<file path="src/rtl/sph_pkg.sv">
package sph_pkg;
  typedef enum logic [1:0] {
    ST_IDLE     = 2'd0,
    ST_REQ_OPEN = 2'd1,
    ST_RSP_WAIT = 2'd2,
    ST_RSP_OPEN = 2'd3
  } sph_state_e;

  localparam logic [2:0] ERR_NONE     = 3'd0;
  localparam logic [2:0] ERR_EXCL     = 3'd1;
  localparam logic [2:0] ERR_REUSE    = 3'd2;
  localparam logic [2:0] ERR_RSP_BUSY = 3'd3;
  localparam logic [2:0] ERR_ORPHAN   = 3'd4;
  localparam logic [2:0] ERR_REQ_END  = 3'd5;
  localparam logic [2:0] ERR_RSP_END  = 3'd6;
endpackage

</file>
<file path="src/rtl/sph_state_table.sv">
module sph_state_table
  import sph_pkg::*;
#(
  parameter int ID_W = 3
) (
  input  logic                          clk,
  input  logic                          rst,
  input  sph_state_e [(1<<ID_W)-1:0]    nxt_state,
  output sph_state_e [(1<<ID_W)-1:0]    cur_state,
  output logic       [(1<<ID_W)-1:0]    req_open_vec,
  output logic       [(1<<ID_W)-1:0]    rsp_open_vec
);
  localparam int NUM_IDS = 1 << ID_W;

  for (genvar i = 0; i < NUM_IDS; i++) begin : g_entry
    always_ff @(posedge clk) begin
      if (rst) cur_state[i] <= ST_IDLE;
      else     cur_state[i] <= nxt_state[i];
    end
    assign req_open_vec[i] = (cur_state[i] == ST_REQ_OPEN);
    assign rsp_open_vec[i] = (cur_state[i] == ST_RSP_OPEN);
  end

  // exclusion leaves at most one request waiting for its end
  a_r2_single_req_open: assert property (@(posedge clk) disable iff (rst)
    $countones(req_open_vec) <= 1);

  // response backpressure leaves at most one response waiting for its end
  a_r3_single_rsp_open: assert property (@(posedge clk) disable iff (rst)
    $countones(rsp_open_vec) <= 1);
endmodule

</file>
<file path="src/rtl/sph_rules.sv">
module sph_rules
  import sph_pkg::*;
#(
  parameter int ID_W = 3
) (
  input  sph_state_e [(1<<ID_W)-1:0] cur_state,
  input  logic                       req_bgn_vld,
  input  logic [ID_W-1:0]            req_bgn_id,
  input  logic                       req_bgn_upd,
  input  logic                       req_bgn_fin,
  input  logic                       req_end_vld,
  input  logic [ID_W-1:0]            req_end_id,
  input  logic                       rsp_bgn_vld,
  input  logic [ID_W-1:0]            rsp_bgn_id,
  input  logic                       rsp_bgn_upd,
  input  logic                       rsp_end_vld,
  input  logic [ID_W-1:0]            rsp_end_id,
  output sph_state_e [(1<<ID_W)-1:0] nxt_state,
  output logic [2:0]                 err_c
);
  localparam int NUM_IDS = 1 << ID_W;

  logic excl_active, rsp_blocked;
  logic bad_excl, bad_reuse, bad_busy, bad_orphan, bad_req_end, bad_rsp_end;

  always_comb begin
    excl_active = 1'b0;
    rsp_blocked = 1'b0;
    for (int i = 0; i < NUM_IDS; i++) begin
      if (cur_state[i] == ST_REQ_OPEN) excl_active = 1'b1;
      if (cur_state[i] == ST_RSP_OPEN) rsp_blocked = 1'b1;
    end
  end

  always_comb begin
    bad_excl    = req_bgn_vld && excl_active;
    bad_reuse   = req_bgn_vld && (cur_state[req_bgn_id] != ST_IDLE);
    bad_busy    = rsp_bgn_vld && rsp_blocked;
    bad_orphan  = rsp_bgn_vld && (cur_state[rsp_bgn_id] != ST_REQ_OPEN) &&
                  (cur_state[rsp_bgn_id] != ST_RSP_WAIT);
    bad_req_end = req_end_vld && (cur_state[req_end_id] != ST_REQ_OPEN);
    bad_rsp_end = rsp_end_vld && (cur_state[rsp_end_id] != ST_RSP_OPEN);
  end

  // state update: every event is judged against the pre-cycle state
  always_comb begin
    nxt_state = cur_state;
    if (req_end_vld && !bad_req_end)
      nxt_state[req_end_id] = ST_RSP_WAIT;
    if (rsp_bgn_vld && !bad_busy && !bad_orphan)
      nxt_state[rsp_bgn_id] = rsp_bgn_upd ? ST_IDLE : ST_RSP_OPEN;
    if (rsp_end_vld && !bad_rsp_end)
      nxt_state[rsp_end_id] = ST_IDLE;
    if (req_bgn_vld && !bad_excl && !bad_reuse) begin
      if (req_bgn_fin)      nxt_state[req_bgn_id] = ST_IDLE;
      else if (req_bgn_upd) nxt_state[req_bgn_id] = ST_RSP_WAIT;
      else                  nxt_state[req_bgn_id] = ST_REQ_OPEN;
    end
  end

  // lowest code wins
  always_comb begin
    if (bad_excl)         err_c = ERR_EXCL;
    else if (bad_reuse)   err_c = ERR_REUSE;
    else if (bad_busy)    err_c = ERR_RSP_BUSY;
    else if (bad_orphan)  err_c = ERR_ORPHAN;
    else if (bad_req_end) err_c = ERR_REQ_END;
    else if (bad_rsp_end) err_c = ERR_RSP_END;
    else                  err_c = ERR_NONE;
  end
endmodule

</file>
<file path="src/rtl/split_phase_monitor.sv">
module split_phase_monitor
  import sph_pkg::*;
#(
  parameter int ID_W = 3
) (
  input  logic            clk,
  input  logic            rst,
  input  logic            req_bgn_vld,
  input  logic [ID_W-1:0] req_bgn_id,
  input  logic            req_bgn_upd,
  input  logic            req_bgn_fin,
  input  logic            req_end_vld,
  input  logic [ID_W-1:0] req_end_id,
  input  logic            rsp_bgn_vld,
  input  logic [ID_W-1:0] rsp_bgn_id,
  input  logic            rsp_bgn_upd,
  input  logic            rsp_end_vld,
  input  logic [ID_W-1:0] rsp_end_id,
  output logic            err_vld,
  output logic [2:0]      err_code
);
  localparam int NUM_IDS = 1 << ID_W;

  sph_state_e [NUM_IDS-1:0] cur_state, nxt_state;
  logic [NUM_IDS-1:0]       req_open_vec, rsp_open_vec;
  logic [2:0]               err_c;

  sph_state_table #(.ID_W(ID_W)) u_table (
    .clk          (clk),
    .rst          (rst),
    .nxt_state    (nxt_state),
    .cur_state    (cur_state),
    .req_open_vec (req_open_vec),
    .rsp_open_vec (rsp_open_vec)
  );

  sph_rules #(.ID_W(ID_W)) u_rules (
    .cur_state   (cur_state),
    .req_bgn_vld (req_bgn_vld),
    .req_bgn_id  (req_bgn_id),
    .req_bgn_upd (req_bgn_upd),
    .req_bgn_fin (req_bgn_fin),
    .req_end_vld (req_end_vld),
    .req_end_id  (req_end_id),
    .rsp_bgn_vld (rsp_bgn_vld),
    .rsp_bgn_id  (rsp_bgn_id),
    .rsp_bgn_upd (rsp_bgn_upd),
    .rsp_end_vld (rsp_end_vld),
    .rsp_end_id  (rsp_end_id),
    .nxt_state   (nxt_state),
    .err_c       (err_c)
  );

  always_ff @(posedge clk) begin
    if (rst) begin
      err_vld  <= 1'b0;
      err_code <= ERR_NONE;
    end else begin
      err_vld  <= (err_c != ERR_NONE);
      err_code <= err_c;
    end
  end

  // request-begin inside the exclusion window is flagged with code 1
  a_r2_excl_flagged: assert property (@(posedge clk) disable iff (rst)
    (req_bgn_vld && (|req_open_vec)) |=> (err_vld && err_code == ERR_EXCL));

  // request-end for an ID not waiting for one raises the pulse
  a_r9_stray_req_end: assert property (@(posedge clk) disable iff (rst)
    (req_end_vld && !req_open_vec[req_end_id]) |=> err_vld);

  // an accepted early-completed request leaves its ID idle
  a_r6_early_idle: assert property (@(posedge clk) disable iff (rst)
    (req_bgn_vld && req_bgn_fin && !(|req_open_vec) &&
     cur_state[req_bgn_id] == ST_IDLE) |=> (cur_state[$past(req_bgn_id)] == ST_IDLE));

  // the pulse always carries a nonzero code
  a_r10_code_with_pulse: assert property (@(posedge clk) disable iff (rst)
    err_vld |-> (err_code != ERR_NONE));
endmodule

</file>
<file path="config.mk">
export PLATFORM = sky130hd
export DESIGN_NAME = split_phase_monitor
export DESIGN_NICKNAME = d
export VERILOG_FILES = /design/src/rtl/sph_pkg.sv /design/src/rtl/sph_state_table.sv /design/src/rtl/sph_rules.sv /design/src/rtl/split_phase_monitor.sv
export SDC_FILE = /design/constraint.sdc
export NUM_CORES = 1
export LEC_CHECK = 0
export BUFFER_PORTS_ARGS = -buffer_cell sky130_fd_sc_hd__buf_2
export CORE_AREA = 2 2 57 99
export DETAILED_ROUTE_END_ITERATION = 8
export DIE_AREA = 0 0 59 101
export PLACE_DENSITY = 0.62
export SETUP_SLACK_MARGIN = 0.3
export SLEW_MARGIN = 20
export SYNTH_ARGS = -nofsm -noshare
export SYNTH_HDL_FRONTEND = slang
export SYNTH_SLANG_ARGS = --single-unit
</file>
<file path="constraint.sdc">
create_clock -name clk -period 2.1 [get_ports clk]
set_input_delay 0.105 -clock clk [delete_from_list [all_inputs] [get_ports clk]]
set_output_delay 0.105 -clock clk [all_outputs]
set_load 0.02 [all_outputs]
</file>
==> out/summary.md, run 1 <==
The analysis attributes to cell leakage a power of 1.06 nW. The worst vdd rail ir drop is 0.170 mV. In this run, the combinational gates consume 32.3% of the power. The share of flip-flops with an asynchronous set or reset came out at 0%. In this run the clock root is driven by a clkbuf_8.

The final layout contains 336 nets. The worst hold path begins at req_bgn_vld. The net count of the mapped netlist is 291.

The final critical-path share of the clock period was 94.3%. TritonCTS built the clock tree. In this run the remaining antenna-violating nets after routing total 0.

For the max-slew violation total from the final report, the log shows 0. The global-route usage over all layers is 27.4%. Number of warnings printed during yosys synthesis: 0. The worst hold path belongs to the class input port to register.

The relative contribution of sequential cells to total power came out at 38.1%. The cell type group with the largest total delay on the critical path was simple AND/OR/NAND/NOR gates. The run gives 5960 um^2 as the floorplan die area.

The DRC violation total after the first TritonRoute iteration was 174; the TritonCTS sink count was 20. The post-synthesis sequential element count is 20. The run gives 12.1 mm as the global-route wire length before repair. In the synthesized netlist the dominant register cell turns out to be dfxtp_1. The number of maximum-capacitance violations was 0; the initial antenna violation count was 0. After synthesis, the most frequently instantiated cells are 21 x nor2_1, 20 x dfxtp_1, 18 x nand2_1. The area growth from synthesis to layout is 37.3%.

The run gives 2444 as the total number of vias. The setup check on the worst reg-to-reg path leaves a slack of 0.12 ns. The initial utilization of the core area, before any placement, comes to 39.4%. Internal power comes to 694 uW. Setup violations remaining at the end of the flow were counted as 0. The largest incremental delay on the critical path was 0.60 ns. The count of input and output buffers is 24, and the total grt overflow is 0. The run finished with clean final reports.

For the worst setup path, the data required time is 2.25 ns. The run gives 0 as the antenna diode instance count. After floorplanning, the core was divided into 35 placement rows.

For hold timing, the worst endpoint is err_vld. With fillers left out, the area of the finished cells amounts to 2800 um^2. The fraction of the yosys area taken by sequential cells is 19.7%. Dividing the detail-routed wire length by the instance count gives 21.8 um. The tools report the critical register-to-register path endpoint as u_table.cur_state[9]. For the number of buffers inserted during clock tree synthesis, the log shows 3. The type of the worst setup path was register to register. The count of TritonRoute iterations in the first routing pass was 4; the final standard cell utilization of the core was 54.1%. The hold buffer count at cts was 0; the number of library cell types mapped by synthesis was 61. In this run the worst path has a maximum fanout of 5.

Adding up every negative setup slack in the final design gives 0 ns. 25 I/O pins were placed. The most instantiated library cell after synthesis was nor2_1. The share of post-route cells with drive strength above 1 is 39.8%, and the relative slew slack is 68.3%. For the final clock skew, the log shows 0.0146 ns. The H-tree depth reported by CTS is 1. STA classifies the critical path startpoint as a register. Worst hold path depth: 3. The floorplan step set the die width to 59 um. Depth of the most critical reg-to-reg path: 7. The top cell type by total area after synthesis was dfxtp_1. The maximum achievable frequency was 505 MHz.

Summed over all nets, the switching power comes to 356 uW. The vertical die dimension was 101 um. On the critical path, the stage with the largest delay is an instance of or4_4. The slew at the pin with the worst max-slew slack was 0.470 ns. The final HPWL from detailed placement was 6.02 mm.

The number of placed instances, taps included, is 344. For the count of endpoints failing hold in the final timing report, the log shows 0. STA classifies the critical path endpoint as a register. For this block, the routed nets add up to 8.04 mm of wire. In the synthesized netlist, the number of instances is 270. Counting both buffers and inverters, the worst setup path holds a total of 2. The clock passes through at most 2 buffers. The proportion of power drawn by the clock network was 29.5%; the post-route minimum period was 1.98 ns. Dividing total power by cell area gives a power density of 376 nW/um^2. The later pin in the worst-skew pair is clocked with a latency of 0.27 ns. The via count normalized by instance count came out at 6.62.

In this run the mean area of a mapped cell was 7.54 um^2. The core region is 5170 um^2. Net switching is 33.9% of the power. After clock tree synthesis, the clock-pin slew on the worst setup and hold paths is 0.09 ns. The final weighted congestion of routability-driven global placement is 0.978. The proportion of netlist area held by the largest area contributor works out to 19.7%. In this run the cell area measured after placement is 2310 um^2. Excluding fillers, the count of instances in the completed layout stands at 369. The remaining routing DRC violations was 0; the number of synthesized flops with an enable pin was 0. Entering global routing, the biggest net connects 16 pins. Traced cell by cell, the critical path runs through buf_4 -> a22o_1 -> buf_6 -> or4_4 -> nor2_4 -> a211o_1 -> o22ai_1. In this run the critical register-to-register path is launched from u_table.cur_state[0]. By area the synthesized netlist is led by dfxtp_1 20%, mux2i_1 4.4%, nor2_1 3.9%.

STA puts the critical path data arrival time at 2.13 ns. The number of global-route vias before repair was 2398. The mapped netlist covers 2040 um^2. Setup repair after global routing could not meet its margin everywhere.

On the final layout, the worst hold slack is 0.160 ns.
routing by layer:
metal  GRT usage [%]  vias up  wire length, um
li1                -     1122                -
met1            28.5     1148             2790
met2            47.1      122             4100
met3            4.24       52              497
met4            21.3        0              655
met5               0        -                0
cell usage in the layout (no fill, tap or decap), types with 4 or more instances in the layout:
cell / synthesis / layout
a211o_1: 4 / 4
a21oi_1: 5 / 4
a31oi_1: 4 / 4
and2_1: 6 / 4
buf_2: 8 / 24
buf_4: 0 / 27
buf_6: 0 / 5
clkbuf_8: 0 / 4
dfxtp_1: 20 / 4
dfxtp_2: 0 / 6
dfxtp_4: 0 / 10
inv_1: 8 / 7
mux2i_1: 9 / 8
nand2_1: 18 / 17
nand2b_1: 10 / 10
nand3_1: 10 / 8
nor2_1: 21 / 17
nor2b_1: 9 / 8
nor3_1: 10 / 9
nor3b_1: 4 / 4
o211ai_1: 4 / 4
o21ai_0: 7 / 6
o21ai_1: 7 / 8
o22ai_1: 11 / 9
or3_1: 5 / 4
xor2_1: 4 / 4
worst max-delay path by stage:
stage,slack (ns),cells past startpoint,endpoint,from
6_report,0.12,7,u_table.cur_state[9],u_table.cur_state[0]
4_1_cts,0.16,6,u_table.cur_state[9],u_table.cur_state[5]
3_5_place_dp,-0.009,7,u_table.cur_state[13],u_table.cur_state[1]
3_3_place_gp,-0.009,6,u_table.cur_state[8],u_table.cur_state[8]
5_1_grt,0.08,7,u_table.cur_state[9],u_table.cur_state[0]
2_1_floorplan,0.27,7,u_table.cur_state[9],u_table.cur_state[0]
worst reg2reg max path, delay by kind of cell, from the launching register on:
| family | cells | cell delay, ns |
|---|---|---|
| AOI/OAI and AO/OA | 3 | 0.44 |
| buffers and inverters | 2 | 0.31 |
| and+or+nand+nor | 2 | 0.74 |
| DFF | 1 | 0.39 |
power groups by stage:
stage	registers, mW	logic [mW]	clock network [mW]
4_1_cts	0.400	0.304	0.309
3_3_place_gp	0.418	0.270	0
2_1_floorplan	0.418	0.179	0
3_5_place_dp	0.418	0.272	0
5_1_grt	0.402	0.363	0.325
6_report	0.400	0.340	0.310
state kept, by name (all words and copies together) (netlist names):
register,count
u_table.cur_state,16
err_vld,1
err_code,3
through the flow:
stage / setup WS [ns] / power (mW)
after floorplan: 0.267 / 0.597
after global placement: -0.00863 / 0.688
after detailed placement: -0.00903 / 0.690
after CTS: 0.161 / 1.01
after global routing: 0.0759 / 1.09
final: 0.119 / 1.05
cell type report:
cell class                      instances  area, um^2
Fill cell                             480        2370
Multi-Input combinational cell        224        1790
Sequential cell                        20         445
Timing Repair Buffer                   57         399
Tap cell                               55        68.8
Clock buffer                            4        55.1
Inverter                                9        33.8
repair_timing:
item / in CTS / in global routing
pin swaps: 14 / 16
resized for setup: 48 / 19
cloned: 0 / 0
setup buffers: 13 / 8
endpoints found under the setup margin: 20 / 20
cell families (layout without fill, tap and decap cells):
family	Yosys count	count (layout)	synth area share, %
flops	20	20	19.7
compound gates	82	82	29.8
buf+inv	26	70	5.34
simple gates	116	116	31.3
xor+xnor	8	8	3.44
mux	18	18	10.5
Power figures use the tool's default switching activity.
==> inputs of run 2 (changes only) <==
==> constraint.sdc (replaced) <==
create_clock -name clk -period 2.1 [get_ports clk]
set_input_delay 0.42 -clock clk [delete_from_list [all_inputs] [get_ports clk]]
set_output_delay 0.42 -clock clk [all_outputs]
set_load 0.02 [all_outputs]
==> run 2 against run 1 <==
  * Maximum frequency down 0.73%
  * Hold slack gained 0.34 ns
  * Core utilization is 3.5 points higher
  * Flip-flop and latch count unchanged
  * Sequential power about the same
  * Global-route usage increased by 0.83 points
  * Final cell count increased by 4.6%
  * Register-to-register slack barely moved
  * Clock skew fell by 0.0095 ns
  * Total power up 9.6%
==> out/summary.md, run 2 (same netlist as run 1, synthesis figures left out) <==
The run finished with clean final reports. The slew at the pin with the worst max-slew slack was 0.582 ns (+0.112 ns). TritonCTS built the clock tree. In the layout the commonest cells are 44 x buf_4, 23 x buf_2, 17 x nand2_1. The run gives 1 (unchanged) as the H-tree depth reported by CTS. The run gives 25 (unchanged) as the I/O pin total. Worst hold-check path type: input port to register. The largest fanout on the critical path works out to 4 (-1). For the number of setup violations in the final report, the log shows 0 (unchanged). The width of the chip came out at 59 um (unchanged). The number of maximum-capacitance violations is 0 (unchanged), and the maximum clock path buffer count is 2 (unchanged).

The total power per unit cell area was 387 nW/um^2 (+3.0%); the post-detailed-route count of antenna-violating nets was 0 (unchanged). The sum of negative setup slack is 0 ns (unchanged), and the sum of buffers and inverters on the critical path is 1 (-1). The flip-flop count of the largest register after layout came out at 16 (unchanged). The slowest stage of the critical path is the nor4b_4 cell. The tools report the total power of the final layout as 1.15 mW (+9.6%). The final critical-path share of the clock period was 95.0% (+0.70 points). The tree is rooted in a clkbuf_8. The initial standard-cell utilization of the core was 39.4% (unchanged). The tools report the placeable core area as 5170 um^2 (unchanged). The total detailed-routing wirelength came out at 8.23 mm (+2.3%). u_table.cur_state holds more flip-flops than any other register. Post-route minimum period: 2.00 ns (+0.0146 ns).

The data arrival time of the critical path is 2.18 ns (+0.05 ns). Maximum achievable frequency: 501 MHz (-0.73%). The tools report the TritonCTS sink count as 20 (unchanged).

In this design, the largest share of critical-path delay is due to simple AND/OR/NAND/NOR gates. Max-slew violation total from the final report: 0 (unchanged). The total number of vias is 2533 (+3.6%). Leaving out fill and tap cells, the most frequent cell in the layout is buf_4. The final routed wire length divided by cell count came out at 21.3 um (-2.2%). Setup repair after global routing could not meet its margin everywhere. The highest layer touched by signal routing is met4. From synthesis to final layout, the design area changed by 46.1%. Final instance area: 2980 um^2 (+6.4%). The final weighted congestion of routability-driven global placement was 0.948 (-3.1%); the relative slew slack was 60.7% (-7.6 points). The count of fill cells added during filler insertion was 441 (-8.1%).

The number of buffers inserted during clock tree synthesis was 3 (unchanged); the total cell area at the placement stage was 2470 um^2 (+6.8%). The tools report the site row count as 35 (unchanged). The final clock skew is 0.00511 ns (-0.00949 ns).

The final HPWL from detailed placement is 6.12 mm (+1.5%), and the largest incremental delay on the critical path is 0.43 ns (-0.17 ns). The largest registers in the layout are u_table.cur_state x16, err_code x3, err_vld x1. The static leakage power is 1.18 nW (+11%), and the wire length on met3 is 492 um (-1.0%).

The wire length on met2 is 4.03 mm (-1.7%). The antenna diode instance count is 0 (unchanged). Count of endpoints failing hold in the final timing report: 0 (unchanged). The vertical die dimension came out at 101 um (unchanged). The initial antenna violation count was 0 (unchanged); the final layout net count was 353 (+5.1%).

Walking the worst path, the cells encountered are buf_6 -> a22o_4 -> or2_4 -> nor4b_4 -> mux2_4 -> o22ai_2. The DRC violation total after the first TritonRoute iteration was 157 (-9.8%); the global-route wire length before repair was 12.6 mm (+4.6%). For the total grt overflow, the log shows 0 (unchanged). The critical path in this run is classified as register to register. The count of TritonRoute iterations in the first routing pass came out at 5 (+1). The global-route usage over all layers is 28.2% (+0.83 points), and the final standard cell utilization of the core is 57.6% (+3.5 points). The worst vdd rail ir drop was 0.210 mV (+24%).

STA classifies the critical path endpoint as a register. Remaining routing DRC violations: 0 (unchanged). The floorplan die area was 5960 um^2 (unchanged); the share of post-route cells with drive strength above 1 was 45.6% (+5.8 points). The tools report the startpoint type of the worst setup path as a register. The number of global-route vias before repair is 2502 (+4.3%), and the via count normalized by instance count is 6.56 (-0.92%).

The later-pin clock latency in the skew report is 0.26 ns (about the same). The CTS clock-pin slew for the worst setup and hold paths came out at 0.08 ns (about the same). The setup slack of the most critical reg-to-reg path is 0.10 ns (about the same), and the pin count of the biggest net entering global routing is 16 (unchanged).

For the required time of the worst setup path, the log shows 2.28 ns (+0.03 ns). The length of routed wiring on met1 came out at 2.78 mm (-0.25%). The hold buffer count at cts was 0 (unchanged). Count of input and output buffers: 24 (unchanged).
## run 2: cell type report
type,instances,area (um^2),area share [%]
timing repair buffer,74,524,17.6
clock inverter,1,30.0,1.01
multi-input combinational,224,1830,61.6
tap,55,68.8,2.31
sequential,20,443,14.9
inverter,9,33.8,1.14
clock buffer,3,41.3,1.39
## run 2: tightest hold or removal path: stages
cell and delay [ns]:
buf_2 0.15, nand2_1 0.07, a31oi_1 0.07
## run 2: final timing paths
path | startpoint | depth (start not counted) | to
worst max-delay path | u_table.cur_state[15] | 6 | u_table.cur_state[14]
worst min-delay path | req_bgn_vld | 3 | err_vld
worst max register to register | u_table.cur_state[15] | 6 | u_table.cur_state[14]
worst min register to register | u_table.cur_state[0] | 2 | u_table.cur_state[0]
## run 2: layer usage
layer	GRT usage (%)	vias to the layer above
li1	-	1156
met2	48.7	141
met5	0	-
met1	28.4	1166
met3	4.24	70
met4	24.0	0
## run 2: stage by stage
stage               hold WS [ns]  worst slack (ns)  instances
global placement           0.656           -0.0853        365
finish                     0.498             0.105        386
CTS                        0.474             0.167        382
global route               0.520            0.0757        386
detailed placement         0.651            -0.104        365
floorplan                  0.570             0.267        270
## run 2: repair_timing
item                                    4_1_cts  5_1_grt
pin swaps                                    32       17
gates resized for setup                      48       29
endpoints found under the setup margin       20       20
cloned                                        0        0
buffers inserted                             13        4
## run 2: power by group
| group | switching [mW] | internal [mW] | leakage, nW |
|---|---|---|---|
| Sequential | 0.0152 | 0.384 | 0.173 |
| Combinational | 0.205 | 0.157 | 0.970 |
| Clock | 0.136 | 0.254 | 0.0357 |
| Total | 0.356 | 0.795 | 1.18 |
==> inputs of run 3 (changes only) <==
--- a/config.mk
+++ b/config.mk
@@ -5,10 +5,11 @@
 export SDC_FILE = /design/constraint.sdc
 export NUM_CORES = 1
 export LEC_CHECK = 0
+export ABC_AREA = 1
 export BUFFER_PORTS_ARGS = -buffer_cell sky130_fd_sc_hd__buf_2
-export CORE_AREA = 2 2 57 99
+export CORE_AREA = 2 2 60 104
 export DETAILED_ROUTE_END_ITERATION = 8
-export DIE_AREA = 0 0 59 101
+export DIE_AREA = 0 0 62 106
 export PLACE_DENSITY = 0.62
 export SETUP_SLACK_MARGIN = 0.3
 export SLEW_MARGIN = 20
==> run 3 against run 2 <==
  * Routed wire length grew 5.4%
  * Flip-flop and latch count is the same
  * First-iteration DRC count is 81% higher
  * Clock power hardly changed
  * Die area up 10%
  * Combinational power increased by 61%
==> out/summary.md, run 3 <==
Width of the chip: 62 um (+5.1%). The number of setup violations in the final report was 0 (unchanged). The antenna diode instance count is 0 (unchanged). The top cell types in the final layout, fill and taps aside, are 136 x nand2_1, 47 x inv_1, 42 x nand3_1. The root buffer cell chosen for the clock tree is clkbuf_8.

The flip-flop count of the largest register after layout was 16 (unchanged). The count of input and output buffers is 24 (unchanged), and the pre-CTS setup slack is 0.0893 ns (+0.193 ns). Area of the multi-input gates: 1640 um^2 (-10%). The maximum clock path buffer count is 2 (unchanged), and the initial antenna violation count is 0 (unchanged).

The most common cell after layout, fill and taps aside is nand2_1. The synthesized area per cell is 5.41 um^2 (-28%), and the total power per unit cell area is 513 nW/um^2 (+33%). Largest fanout on the critical path: 8 (+4).

The post-route minimum period is 1.74 ns (-0.259 ns). The final routed wire length divided by cell count came out at 16.2 um (-24%). The net count of the mapped netlist was 442 (+52%); the data arrival time of the critical path was 1.90 ns (-0.28 ns).

The logs give 0.36 ns (+0.26 ns) for the setup slack of the most critical reg-to-reg path and 2.26 ns (-0.02 ns) for the required time of the worst setup path. The count of endpoints failing hold in the final timing report is 0 (unchanged), and the placeable core area is 5790 um^2 (+12%). Cell with the biggest individual delay on the critical path: dfxtp_2. The tools report the DRC violation total after the first TritonRoute iteration as 284 (+81%). The source of the critical timing path is u_table.cur_state[2]. The pin count of the biggest net entering global routing was 20 (+4); the worst vdd rail ir drop was 0.507 mV (+140%).

Via count normalized by instance count: 5.61 (-15%). The run gives 20 (unchanged) as the TritonCTS sink count. The global-route usage over all layers is 26.7% (-1.5 points), and the later-pin clock latency in the skew report is 0.27 ns (about the same).

The number of synthesized flops with an enable pin was 0 (unchanged). Traced cell by cell, the critical path runs through inv_2 -> o22ai_1 -> nor2_1 -> nand3b_1 -> nor2_4 -> buf_4 -> nand3_2 -> o21ai_0 -> a21oi_1. The logs give 2692 (+7.6%) for the number of global-route vias before repair and 3007 (+19%) for the total number of vias. The final critical-path share of the clock period is 82.7% (-12 points), and the proportion of netlist area held by the largest area contributor is 22.7% (+3.1 points). In this run the critical register-to-register path is launched from u_table.cur_state[2]. The total grt overflow came out at 0 (unchanged).

TritonCTS built the clock tree. Post-detailed-route count of antenna-violating nets: 0 (unchanged). The slew at the pin with the worst max-slew slack is 0.632 ns (+0.0498 ns). Ranked by total cell area, the synthesized netlist is headed by nand2_1 23%, dfxtp_1 18%, nand3_1 10%. The worst register-to-register path ends at u_table.cur_state[4]. In this run the worst hold path is classified as input port to register.

The run gives 1.43 mW (+24%) as the total power of the final layout. The tools report the type of destination of the critical path as a register. The H-tree depth reported by CTS was 1 (unchanged); the sum of negative setup slack was 0 ns (unchanged). The largest incremental delay on the critical path came out at 0.37 ns (-0.06 ns). The most instantiated library cell after synthesis is nand2_1.

The run gives 421 (+56%) as the number of instances in the synthesized netlist. By count the netlist is led by 138 x nand2_1, 58 x inv_1, 46 x nand3_1. The count of fill cells added during filler insertion is 639 (+45%).

The worst setup slack after layout came out at 0.364 ns (+0.259 ns). The sum of buffers and inverters on the critical path was 2 (+1); the static leakage power was 1.46 nW (+24%). For the hold buffer count at cts, the log shows 0 (unchanged). The tools report the maximum achievable frequency as 576 MHz (+15%). The area growth from synthesis to layout is 22.3%.

The number of maximum-capacitance violations is 0 (unchanged). The CTS clock-pin slew for the worst setup and hold paths works out to 0.08 ns (about the same). STA classifies the critical path startpoint as a register. Final HPWL from detailed placement: 6.57 mm (+7.4%). The critical path depth is 9 (+3), and the depth of the most critical reg-to-reg path is 9 (+3).

The worst setup path is of the register to register kind. The most instantiated flip-flop cell in the synthesis netlist is dfxtp_1. The largest registers in the layout are u_table.cur_state x16, err_code x3, err_vld x1.

The tools report the global-route wire length before repair as 13.1 mm (+3.7%). The max-slew violation total from the final report was 0 (unchanged); the final clock skew was 0.00148 ns (-0.00362 ns). The share of flip-flops with an asynchronous set or reset came out at 0% (unchanged). Broken down by cell family, the worst path's largest delay share belongs to simple AND/OR/NAND/NOR gates.

The run gives 536 (+39%) as the number of standard cells in the layout, taps in and fillers out. The tools report the mapped cell area as 2280 um^2 (+12%). The cell count after placement was 515 (+41%).

Worst hold path depth: 2 (-1). The vertical die dimension came out at 106 um (+5.0%). The site row count was 37 (+5.7%); the total detailed-routing wirelength was 8.68 mm (+5.4%).

The remaining routing DRC violations came out at 0 (unchanged). The final layout net count was 480 (+36%). The final weighted congestion of routability-driven global placement was 1.05 (+10%); the initial standard-cell utilization of the core was 39.4% (-0.068 points). Counting flops per register, the top entry is u_table.cur_state. The fraction of the yosys area taken by sequential cells is 17.6% (-2.1 points). Worst setup path endpoint: u_table.cur_state[4]. The count of TritonRoute iterations in the first routing pass was 4 (-1); the relative slew slack was 57.7% (-2.9 points). For the number of warnings printed during yosys synthesis, the log shows 0 (unchanged). The top cell type by total area after synthesis is nand2_1. The post-synthesis sequential element count came out at 20 (unchanged). Setup repair after global routing could not meet its margin everywhere. The run finished with clean final reports.

The number of buffers inserted during clock tree synthesis was 3 (unchanged). The share of post-route cells with drive strength above 1 is 24.0% (-22 points), and the number of library cell types mapped by synthesis is 32 (-48%). The tools report the floorplan die area as 6570 um^2 (+10%).

The logs give 424 um^2 (-4.2%) for the area taken by flip-flops and latches and 25 (unchanged) for the I/O pin total.
## run 3: changes by cell type after synthesis, sizes merged, moves of 7 or more
cell | before | now
nor2b | 9 | 0
nand4 | 1 | 22
nand2 | 18 | 141
a21oi | 5 | 22
clkbuf | 9 | 2
mux2i | 9 | 0
nor2 | 21 | 39
and2 | 7 | 0
nand2b | 10 | 0
nand3 | 10 | 49
mux2 | 7 | 0
inv | 9 | 65
o21ai | 14 | 21
## run 3: what timing repair did
item	4_1_cts	5_1_grt
resized for setup	4	52
cloned	0	3
setup buffers	0	14
endpoints found under the setup margin	16	20
pin swaps	1	8
## run 3: worst min-delay path by stage
stage / startpoint / end / slack [ns]
after global placement: rst / u_table.cur_state[1] / 0.63
after detailed placement: rst / u_table.cur_state[1] / 0.63
final: rst / u_table.cur_state[1] / 0.34
after global routing: rst / u_table.cur_state[1] / 0.35
after floorplan: rst / u_table.cur_state[1] / 0.48
after CTS: rst / u_table.cur_state[1] / 0.34
## run 3: layer usage
layer  vias to the layer above  part of all wire [%]  wire [um]  track usage (%)
li1                       1454                     -          -                -
met1                      1358                    35       3020             30.6
met2                       139                    50       4300             44.1
met3                        56                   6.7        583             1.82
met4                         0                   8.9        769             18.7
met5                         -                     0          0                0
## run 3: layout make-up
type	instances	area share [%]
clock buffer	3	1.48
clock inverter	1	1.08
inverter	65	9.03
multi-input combinational	325	59.0
sequential	20	15.2
tap	78	3.50
timing repair buffer	44	10.7
## run 3: per-stage QoR
| step | hold WS (ns) | cell area (um^2) | utilization (%) |
|---|---|---|---|
| after floorplan | 0.482 | 2280 | - |
| after global placement | 0.628 | 2450 | 42.4 |
| after detailed placement | 0.628 | 2450 | 42.4 |
| after CTS | 0.344 | 2530 | 43.8 |
| after global routing | 0.347 | 2790 | 48.1 |
| final | 0.343 | 2790 | 48.1 |
## run 3: worst register-to-register path, delay by kind of cell (launching register included)
family	cells	cell delay, ns
compound gates	3	0.30
flops	1	0.37
buf+inv	2	0.26
simple gates	4	0.71
## run 3: power by group
part / switching (mW) / leakage, nW / internal, mW / total [mW]
Combinational: 0.375 / 1.26 / 0.205 / 0.580
Clock: 0.138 / 0.0357 / 0.255 / 0.393
Sequential: 0.0397 / 0.170 / 0.416 / 0.456
## run 3: cell families after synthesis
| family | count (synthesis) | share of synthesized area, % |
|---|---|---|
| flip-flops | 20 | 17.6 |
| buffers and inverters | 79 | 15.2 |
| AND/OR/NAND/NOR | 265 | 52.9 |
| AO/OA/AOI/OAI | 57 | 14.3 |
